`src/rtl/gpmw_pkg.sv`:
```
package gpmw_pkg;

    // Register selected by an address, after the alias region is stripped off.
    typedef enum logic [2:0] {
        SEL_NONE,
        SEL_MODE,
        SEL_DRIVE,
        SEL_LEVEL,
        SEL_INPUT
    } reg_sel_e;

    // Relative offsets inside a port (the decoder depends on them).
    localparam logic [7:0] OFS_MODE  = 8'h00;
    localparam logic [7:0] OFS_DRIVE = 8'h10;
    localparam logic [7:0] OFS_LEVEL = 8'h20;
    localparam logic [7:0] OFS_INPUT = 8'h30;

    localparam int unsigned NUM_CTL = 3;

endpackage

```
`src/rtl/gpmw_decode.sv`:
```
module gpmw_decode
    import gpmw_pkg::*;
#(
    parameter int unsigned ADDR_W    = 8,
    parameter int unsigned MASK_BASE = 8'h80
) (
    input  logic [ADDR_W-1:0] addr,
    output reg_sel_e          sel,
    output logic              masked
);
    localparam logic [ADDR_W-1:0] BASE = ADDR_W'(MASK_BASE);

    logic [ADDR_W-1:0] rel;

    always_comb begin
        masked = (addr >= BASE);
        rel    = masked ? (addr - BASE) : addr;
        unique case (rel)
            ADDR_W'(OFS_MODE):  sel = SEL_MODE;
            ADDR_W'(OFS_DRIVE): sel = SEL_DRIVE;
            ADDR_W'(OFS_LEVEL): sel = SEL_LEVEL;
            ADDR_W'(OFS_INPUT): sel = masked ? SEL_NONE : SEL_INPUT;
            default:            sel = SEL_NONE;
        endcase
    end
endmodule

```
`src/rtl/gpmw_ctlreg.sv`:
```
module gpmw_ctlreg #(
    parameter int unsigned NPINS = 8
) (
    input  logic               clk,
    input  logic               rst_n,
    input  logic               wr,
    input  logic               masked,
    input  logic [NPINS-1:0]   wval,
    input  logic [NPINS-1:0]   wstrb,
    output logic [NPINS-1:0]   q
);
    logic [NPINS-1:0] nxt;

    for (genvar i = 0; i < NPINS; i++) begin : g_bit
        // Direct writes take every bit; masked writes only strobed bits.
        assign nxt[i] = (!masked || wstrb[i]) ? wval[i] : q[i];
    end

    always_ff @(posedge clk or negedge rst_n) begin
        if (!rst_n) begin
            q <= '0;
        end else if (wr) begin
            q <= nxt;
        end
    end
endmodule

```
`src/rtl/gpmw_sync.sv`:
```
module gpmw_sync #(
    parameter int unsigned NPINS  = 8,
    parameter int unsigned STAGES = 2
) (
    input  logic             clk,
    input  logic             rst_n,
    input  logic [NPINS-1:0] d,
    output logic [NPINS-1:0] q
);
    logic [NPINS-1:0] chain [STAGES];

    for (genvar s = 0; s < STAGES; s++) begin : g_stage
        if (s == 0) begin : g_first
            always_ff @(posedge clk or negedge rst_n) begin
                if (!rst_n) chain[s] <= '0;
                else        chain[s] <= d;
            end
        end else begin : g_next
            always_ff @(posedge clk or negedge rst_n) begin
                if (!rst_n) chain[s] <= '0;
                else        chain[s] <= chain[s-1];
            end
        end
    end

    assign q = chain[STAGES-1];
endmodule

```
`src/rtl/gpio_port_mw.sv`:
```
module gpio_port_mw
    import gpmw_pkg::*;
#(
    parameter int unsigned NPINS       = 8,
    parameter int unsigned ADDR_W      = 8,
    parameter int unsigned DATA_W      = 32,
    parameter int unsigned MASK_BASE   = 8'h80,
    parameter int unsigned SYNC_STAGES = 2
) (
    input  logic              clk,
    input  logic              rst_n,
    input  logic [ADDR_W-1:0] addr,
    input  logic              wr_en,
    input  logic [DATA_W-1:0] wr_data,
    output logic [DATA_W-1:0] rd_data,
    input  logic [NPINS-1:0]  pad_in,
    output logic [NPINS-1:0]  pad_out,
    output logic [NPINS-1:0]  pad_oe,
    output logic [NPINS-1:0]  pin_sync
);
    localparam int unsigned STRB_LO = NPINS;
    localparam int unsigned STRB_HI = 2 * NPINS - 1;

    reg_sel_e         sel;
    logic             masked;
    logic [NUM_CTL-1:0] ctl_wr;
    logic [NPINS-1:0] ctl_q [NUM_CTL];
    logic [NPINS-1:0] mode_q, drive_q, level_q;

    gpmw_decode #(
        .ADDR_W    (ADDR_W),
        .MASK_BASE (MASK_BASE)
    ) u_dec (
        .addr   (addr),
        .sel    (sel),
        .masked (masked)
    );

    // Write steering: index 0 mode, 1 drive-enable, 2 level.
    always_comb begin
        ctl_wr = '0;
        unique case (sel)
            SEL_MODE:  ctl_wr[0] = wr_en;
            SEL_DRIVE: ctl_wr[1] = wr_en;
            SEL_LEVEL: ctl_wr[2] = wr_en;
            default:   ctl_wr    = '0;
        endcase
    end

    for (genvar r = 0; r < NUM_CTL; r++) begin : g_ctl
        gpmw_ctlreg #(
            .NPINS (NPINS)
        ) u_reg (
            .clk    (clk),
            .rst_n  (rst_n),
            .wr     (ctl_wr[r]),
            .masked (masked),
            .wval   (wr_data[NPINS-1:0]),
            .wstrb  (wr_data[STRB_HI:STRB_LO]),
            .q      (ctl_q[r])
        );
    end

    assign mode_q  = ctl_q[0];
    assign drive_q = ctl_q[1];
    assign level_q = ctl_q[2];

    gpmw_sync #(
        .NPINS  (NPINS),
        .STAGES (SYNC_STAGES)
    ) u_sync (
        .clk   (clk),
        .rst_n (rst_n),
        .d     (pad_in),
        .q     (pin_sync)
    );

    // Pad drive: only GPIO-mode pins may enable their driver.
    assign pad_out = level_q;
    assign pad_oe  = mode_q & drive_q;

    always_comb begin
        rd_data = '0;
        unique case (sel)
            SEL_MODE:  rd_data[NPINS-1:0] = mode_q;
            SEL_DRIVE: rd_data[NPINS-1:0] = drive_q;
            SEL_LEVEL: rd_data[NPINS-1:0] = level_q;
            SEL_INPUT: rd_data[NPINS-1:0] = pin_sync;
            default:   rd_data = '0;
        endcase
    end

    if (DATA_W > 2 * NPINS) begin : g_hi
        logic unused_wr_hi;
        assign unused_wr_hi = ^wr_data[DATA_W-1:2*NPINS];
    end
endmodule

```
`config.mk`:
```
export PLATFORM = sky130hd
export DESIGN_NAME = gpio_port_mw
export DESIGN_NICKNAME = d
export VERILOG_FILES = /design/src/rtl/gpmw_pkg.sv /design/src/rtl/gpmw_decode.sv /design/src/rtl/gpmw_ctlreg.sv /design/src/rtl/gpmw_sync.sv /design/src/rtl/gpio_port_mw.sv
export SDC_FILE = /design/constraint.sdc
export NUM_CORES = 1
export LEC_CHECK = 0
export BUFFER_PORTS_ARGS = -buffer_cell sky130_fd_sc_hd__buf_4
export CORE_UTILIZATION = 46
export DETAILED_ROUTE_END_ITERATION = 10
export GPL_TIMING_DRIVEN = 0
export PLACE_DENSITY = 0.83
export SYNTH_ARGS = -nofsm -noshare
export SYNTH_HDL_FRONTEND = slang
export SYNTH_SLANG_ARGS = --single-unit
```
`constraint.sdc`:
```
create_clock -name clk -period 1.83 [get_ports clk]
set_input_delay 0.0915 -clock clk [delete_from_list [all_inputs] [get_ports clk]]
set_output_delay 0.0915 -clock clk [all_outputs]
set_load 0.005 [all_outputs]
```
==> reports/metrics.csv, run 1 <==
stage;metric;value;unit
outcome;status;completed;
setup_path;Crit Path Class;input pin to output port;
finish;fin nets;339;
global_route;largest net degree at the start of global routing;41;
sta;Fin. Hold Viols;0;
setup_path;CP Launch Point;addr[6];
routing;Final ANT Viol Nets;0;
yosys;Cells after Synth;180;
yosys;flops & latches, synth;40;
setup_path;R2R Setup Slk;1010;ps
yosys;Post-synth top flop;dfrtp_1;
clock_network;Num CTS Buffers;5;
power;leakage;1.53;nW
die;Core Area;4380;sq um
sta;worst hold slack;25.0;ps
finish;Layout area overhead;41.4;%
sta;Layout Skew;1.58;ps
finish;Finished Cell Area;3000;sq um
setup_path;crit-path cells;buf_4, or4_1, buf_2, nor3b_4, a221o_1, buf_4;
yosys;Synth area leader;dfrtp_1;
clock_network;CTS sink count;40;
yosys;largest cells by area after synthesis;dfrtp_1 (47%), buf_4 (11%), mux2_2 (10%);
die;Die ar.;4890;sq um
global_route;total grt overflow;0;
yosys;Seq/Total Area, Yosys;47.2;%
setup_path;Worst Setup End Kind;output port;
placed_design;dpl hpwl;3330;um
power;Max IR drop VDD;483;uV
clock_network;H-tree levels;2;
sta;RSZ-0062 raised after global routing;no;
routing;routed vias;1630;
setup_path;CP bufs+invs;3;
yosys;Mapped Avg Cell Area;11.8;sq um
sta;Tmin final;1720;ps
sta;fmax;0.582;GHz
die;Vert. Die Dim;69.9;um
die;I/O Pins;107;
finish;commonest non-fill, non-tap cell in the layout;buf_4;
global_route;gr usage total;21.0;%
setup_path;WP data arrival;1630;ps
setup_path;worst-path fanout max;8;
job;MaxCap Viol Count;0;
setup_path;Worst EP required;1740;ps
placed_design;Cells after DPL;321;
routing;DRT Pass-1 Iters;4;
finish;layout cells sized above 1;48.4;%
sta;final setup fails;0;
setup_path;Startpoint Class;input pin;
routing;DRC Markers;0;
routing;Starting DRT DRC Count;81;
sta;setup TNS;0;ps
finish;Diodes inserted;0;
yosys;YS warnings;0;
power;P per Cell Area;666;nW/um^2
sta;Slew HR;49.3;%
placed_design;Buffers on Ports;66;
setup_path;cells on worst reg2reg path;1;
setup_path;CP max-delay cell;or4_1;
setup_path;Setup crit end;rd_data[5];
yosys;synthesized area;2120;sq um
clock_network;CTS tree;done;
routing;routed len/inst;13.8;um
setup_path;CP Depth;6;
yosys;top cell type's share of synthesized area;47.2;%
routing;vias per cell;4.78;
setup_path;worst r2r dst;g_ctl[2].u_reg.q[6]$_DFFE_PN0P_;
clock_network;Root Buffer;clkbuf_8;
die;Die Wd;69.9;um
die;row cnt;24;
die;Initial Util;48.4;%
global_route;first-pass GRT wire length;7940;um
finish;Post-Layout Cell Count;341;
clock_network;Clk Latency, worst-skew pair;300;ps
global_route;vias in the first global route;1683;
finish;most frequent cells in the layout;buf_4 (101), dfrtp_1 (40), conb_1 (24), mux2_2 (19), nand3_1 (16);
sta;final slew viol count;0;
yosys;asr flop ratio synth;100;%
hold_path;Hold Path Class;input pin to flop;
yosys;Post-synth EDFFs;0;
setup_path;cell family with most CP delay;simple AND/OR/NAND/NOR gates;
yosys;Yosys cell types;28;
clock_network;Max clock buf depth;2;
sta;Slew @ Worst Pin;755;ps
clock_network;Reg clk slew, reported paths;80;ps
setup_path;crit-path most repeated cell;buf_4;
global_route;initial antenna violation count;0;
sta;period utilization;93.9;%
setup_path;Reg2Reg Launch Point;g_ctl[2].u_reg.q[6]$_DFFE_PN0P_;
setup_path;max incr delay on CP;500;ps
placed_design;DP Area;2770;sq um
routing;WL final;4710;um
finish;Fill cells;351;
placed_design;routability cong.;0.736;
[stage by stage]
stage | utilization [%] | power [mW] | worst slack (ps)
finish | 68.4 | 2.00 | 111
global route | 68.4 | 2.08 | 14.9
CTS | 67.9 | 2.01 | 48.8
detailed placement | 63.1 | 1.27 | -26.1
global placement | 63.1 | 1.26 | -55.5
floorplan | - | 1.12 | 300
[worst min-delay path by stage]
stage | startpoint | endpoint | slack [ps] | cells after the start
finish | wr_data[4] | g_ctl[0].u_reg.q[4]$_DFFE_PN0P_ | 30 | 2
global route | wr_data[5] | g_ctl[0].u_reg.q[5]$_DFFE_PN0P_ | 20 | 2
CTS | wr_data[6] | g_ctl[0].u_reg.q[6]$_DFFE_PN0P_ | 20 | 2
detailed placement | rst_n | u_sync.chain[15]$_DFF_PN0_ | 100 | 1
global placement | rst_n | u_sync.chain[15]$_DFF_PN0_ | 90 | 1
floorplan | rst_n | g_ctl[0].u_reg.q[0]$_DFFE_PN0P_ | -200 | 0
[cells in the mapped netlist (all sizes together), types with 2 or more instances]
| master | count |
|---|---|
| a221o | 6 |
| a22o | 2 |
| and2 | 8 |
| buf | 38 |
| clkbuf | 2 |
| dfrtp | 40 |
| mux2 | 24 |
| mux2i | 8 |
| nand2b | 8 |
| nand3 | 16 |
| nor3 | 7 |
| nor3b | 9 |
| nor4bb | 2 |
| o2bb2ai | 2 |
[per-layer routing]
layer | GRT usage (%) | routed length (um) | up-vias | part of all wire, %
li1 | - | - | 805 | -
met1 | 26.1 | 1950 | 759 | 41
met2 | 36.1 | 2400 | 59 | 51
met3 | 5.48 | 305 | 7 | 6.5
met4 | 6.00 | 53 | 0 | 1.1
met5 | 0 | 0 | - | 0
[logic make-up after synthesis]
kind of cell	synth area share, %
and+or+nand+nor	18.3
other	0.177
buffers and inverters	13.3
AOI/OAI and AO/OA	4.48
muxes	16.5
DFF	47.2
[power by group]
part	internal [mW]	switching [mW]	leakage [nW]	total, mW
registers	0.937	0.0319	0.515	0.969
logic	0.182	0.119	0.957	0.301
clock network	0.403	0.324	0.0541	0.727
total	1.52	0.475	1.53	2.00
[state kept, by name (all words and copies together) (netlist names)]
signal	flops
g_ctl.u_reg.q	24
u_sync.chain	8
u_sync.q	8
[cell type report]
type	count	area, sq um	share of cell area [%]
Sequential cell	40	1000	33.4
Multi-Input combinational cell	123	930	31.0
Timing Repair Buffer	78	608	20.3
Buffer	40	283	9.43
Clock buffer	5	68.8	2.30
Tap cell	52	65.1	2.17
Clock inverter	3	42.5	1.42
[what timing repair did]
action,CTS,global route
setup endpoints to repair,6,6
setup buffers,0,3
pin swaps,0,1
gates resized for setup,1,0
hold buffers,9,0
hold endpoints to repair,48,0
cloned,0,0
No activity file was read; power rests on OpenSTA's default activity.
==> inputs of run 2 (changes only) <==
Settings changed: PLACE_DENSITY 0.83 to not set, PLACE_DENSITY_LB_ADDON set to 0.25.
==> reports/metrics.csv, run 2 (same netlist as run 1, synthesis figures left out) <==
stage;metric;value;unit;change
placed_design;pre-CTS setup slack;-70.8;ps;was -26.1 ps
setup_path;worst r2r dst;g_ctl[2].u_reg.q[6]$_DFFE_PN0P_;;unchanged
sta;Slew HR;55.7;%;was 49.3%
sta;Slew @ Worst Pin;659;ps;was 755 ps
placed_design;routability cong.;0.768;;was 0.736
setup_path;Startpoint Class;input pin;;unchanged
finish;largest registers;g_ctl.u_reg.q (24), u_sync.chain (8), u_sync.q (8);;unchanged
global_route;largest net degree at the start of global routing;41;;unchanged
clock_network;Reg clk slew, reported paths;90;ps;was 80 ps
sta;fmax;0.588;GHz;was 0.582 GHz
setup_path;CP max-delay cell;or4_1;;unchanged
finish;fin nets;340;;was 339
power;switch share;24.0;%;was 23.8%
clock_network;Num CTS Buffers;5;;unchanged
outcome;status;completed;;unchanged
setup_path;worst-path fanout max;10;;was 8
die;Core Area;4380;sq um;unchanged
job;MaxCap Viol Count;0;;unchanged
setup_path;Reg2Reg Launch Point;g_ctl[2].u_reg.q[6]$_DFFE_PN0P_;;unchanged
routing;vias per cell;4.94;;was 4.78
finish;Most flops, register;g_ctl.u_reg.q;;unchanged
routing;Starting DRT DRC Count;64;;was 81
sta;period utilization;92.9;%;was 93.9%
clock_network;CTS tree;done;;unchanged
routing;routed vias;1691;;was 1630
power;leakage;1.53;nW;about the same
finish;Finished Cell Area;3010;sq um;was 3000 sq um
routing;DRT Pass-1 Iters;4;;unchanged
power;P per Cell Area;667;nW/um^2;was 666 nW/um^2
setup_path;cell family with most CP delay;simple AND/OR/NAND/NOR gates;;unchanged
sta;final slew viol count;0;;unchanged
routing;routed len/inst;13.9;um;was 13.8 um
finish;commonest non-fill, non-tap cell in the layout;buf_4;;unchanged
global_route;total grt overflow;0;;unchanged
global_route;gr usage total;20.5;%;was 21.0%
power;Flop pwr share;48.5;%;about the same
hold_path;Hold Path Class;input pin to flop;;unchanged
finish;layout cells sized above 1;48.6;%;was 48.4%
die;row cnt;24;;unchanged
clock_network;Max clock buf depth;2;;unchanged
setup_path;Worst EP required;1740;ps;about the same
placed_design;dpl hpwl;3390;um;was 3330 um
finish;Layout area overhead;41.7;%;was 41.4%
setup_path;Crit Path Class;input pin to output port;;unchanged
sta;Final WS setup;130;ps;was 111 ps
power;P_int;1.52;mW;about the same
finish;most frequent cells in the layout;buf_4 (102), dfrtp_1 (40), conb_1 (24), mux2_2 (19), nand3_1 (16);;was buf_4 (101), dfrtp_1 (40), conb_1 (24), mux2_2 (19), nand3_1 (16)
power;Sw Pwr;0.481;mW;was 0.475 mW
sta;Tmin final;1700;ps;was 1720 ps
die;I/O Pins;107;;unchanged
global_route;first-pass GRT wire length;7760;um;was 7940 um
clock_network;Root Buffer;clkbuf_8;;unchanged
power;Gate power share;15.0;%;was 15.1%
clock_network;H-tree levels;2;;unchanged
routing;WL final;4740;um;was 4710 um
die;Die Wd;69.9;um;unchanged
hold_path;Min-Delay Path Depth;2;;unchanged
placed_design;Buffers on Ports;66;;unchanged
setup_path;Worst Setup End Kind;output port;;unchanged
setup_path;CP bufs+invs;4;;was 3
setup_path;WP data arrival;1610;ps;was 1630 ps
finish;flip-flop count of the largest register after layout;24;;unchanged
global_route;vias in the first global route;1621;;was 1683
power;Max IR drop VDD;599;uV;was 483 uV
sta;Fin. Hold Viols;0;;unchanged
die;Vert. Die Dim;69.9;um;unchanged
routing;Final ANT Viol Nets;0;;unchanged
setup_path;cells on worst reg2reg path;1;;unchanged
sta;Layout Skew;0.223;ps;was 1.58 ps
hold_path;hold path endpoint;g_ctl[0].u_reg.q[5]$_DFFE_PN0P_;;was g_ctl[0].u_reg.q[4]$_DFFE_PN0P_
routing;DRC Markers;0;;unchanged
setup_path;crit-path cells;buf_4, or4_1, buf_2, buf_6, nor3_1, a221o_1, buf_4;;was buf_4, or4_1, buf_2, nor3b_4, a221o_1, buf_4
hold_path;Hold Startpoint;wr_data[5];;was wr_data[4]
clock_network;CTS sink count;40;;unchanged
sta;RSZ-0062 raised after global routing;no;;unchanged
finish;Diodes inserted;0;;unchanged
die;Die ar.;4890;sq um;unchanged
die;Initial Util;48.4;%;unchanged
setup_path;max incr delay on CP;510;ps;was 500 ps
setup_path;crit-path most repeated cell;buf_4;;unchanged
power;clock power share;36.6;%;was 36.4%
sta;final setup fails;0;;unchanged
placed_design;DP Area;2770;sq um;unchanged
global_route;initial antenna violation count;0;;unchanged
clock_network;Clk Latency, worst-skew pair;300;ps;about the same
setup_path;R2R Setup Slk;1020;ps;was 1010 ps
finish;Fill cells;370;;was 351
[run 2: cell types whose count changed in the layout (fill, tap and decap cells not counted), sizes merged]
cell	delta
buf	+1
[run 2: power groups by stage]
stage	combinational, mW	clock, mW	sequential (mW)
6_report	0.300	0.732	0.971
5_1_grt	0.328	0.773	0.979
4_1_cts	0.300	0.744	0.970
3_5_place_dp	0.283	0	0.988
3_3_place_gp	0.279	0	0.986
2_1_floorplan	0.145	0	0.979
[run 2: area by class of cell]
class | instances | area, sq um | area share, %
repair buffers | 79 | 616 | 20.5
plain buffers | 40 | 283 | 9.41
multi-input cells | 123 | 930 | 30.9
clock inverters | 3 | 42.5 | 1.42
flip-flops and latches | 40 | 1000 | 33.3
clock buffers | 5 | 68.8 | 2.29
well taps | 52 | 65.1 | 2.16
[run 2: per-layer routing]
| layer | vias to the layer above | global-route usage [%] | wire [um] |
|---|---|---|---|
| li1 | 800 | - | - |
| met1 | 812 | 24.6 | 1990 |
| met2 | 73 | 35.4 | 2330 |
| met3 | 6 | 5.34 | 346 |
| met4 | 0 | 7.11 | 71 |
| met5 | - | 0 | 0 |
[run 2: worst max-delay path by stage]
stage | from | endpoint | slack, ps | cells after the start
4_1_cts | addr[6] | rd_data[0] | 3 | 6
2_1_floorplan | addr[6] | g_ctl[0].u_reg.q[4]$_DFFE_PN0P_ | 300 | 5
3_5_place_dp | addr[6] | rd_data[0] | -70 | 6
5_1_grt | addr[6] | rd_data[3] | 80 | 7
6_report | addr[6] | rd_data[3] | 130 | 7
3_3_place_gp | addr[6] | rd_data[0] | -70 | 6
[run 2: timing repair]
action,4_1_cts,5_1_grt
hold buffers,9,0
endpoints found under the setup margin,6,2
gates resized for setup,1,0
pin swaps,0,2
setup buffers,0,4
hold endpoints to repair,48,0
[run 2: per-stage QoR]
step	power [mW]	utilization, %	hold slack, ps	std cells	TNS (ps)
detailed placement	1.27	63.1	99.9	321	-351
CTS	2.01	67.9	13.7	338	0
finish	2.00	68.6	16.1	342	0
global route	2.08	68.6	14.2	342	0
global placement	1.26	63.1	93.2	321	-331
floorplan	1.12	-	-204	203	0
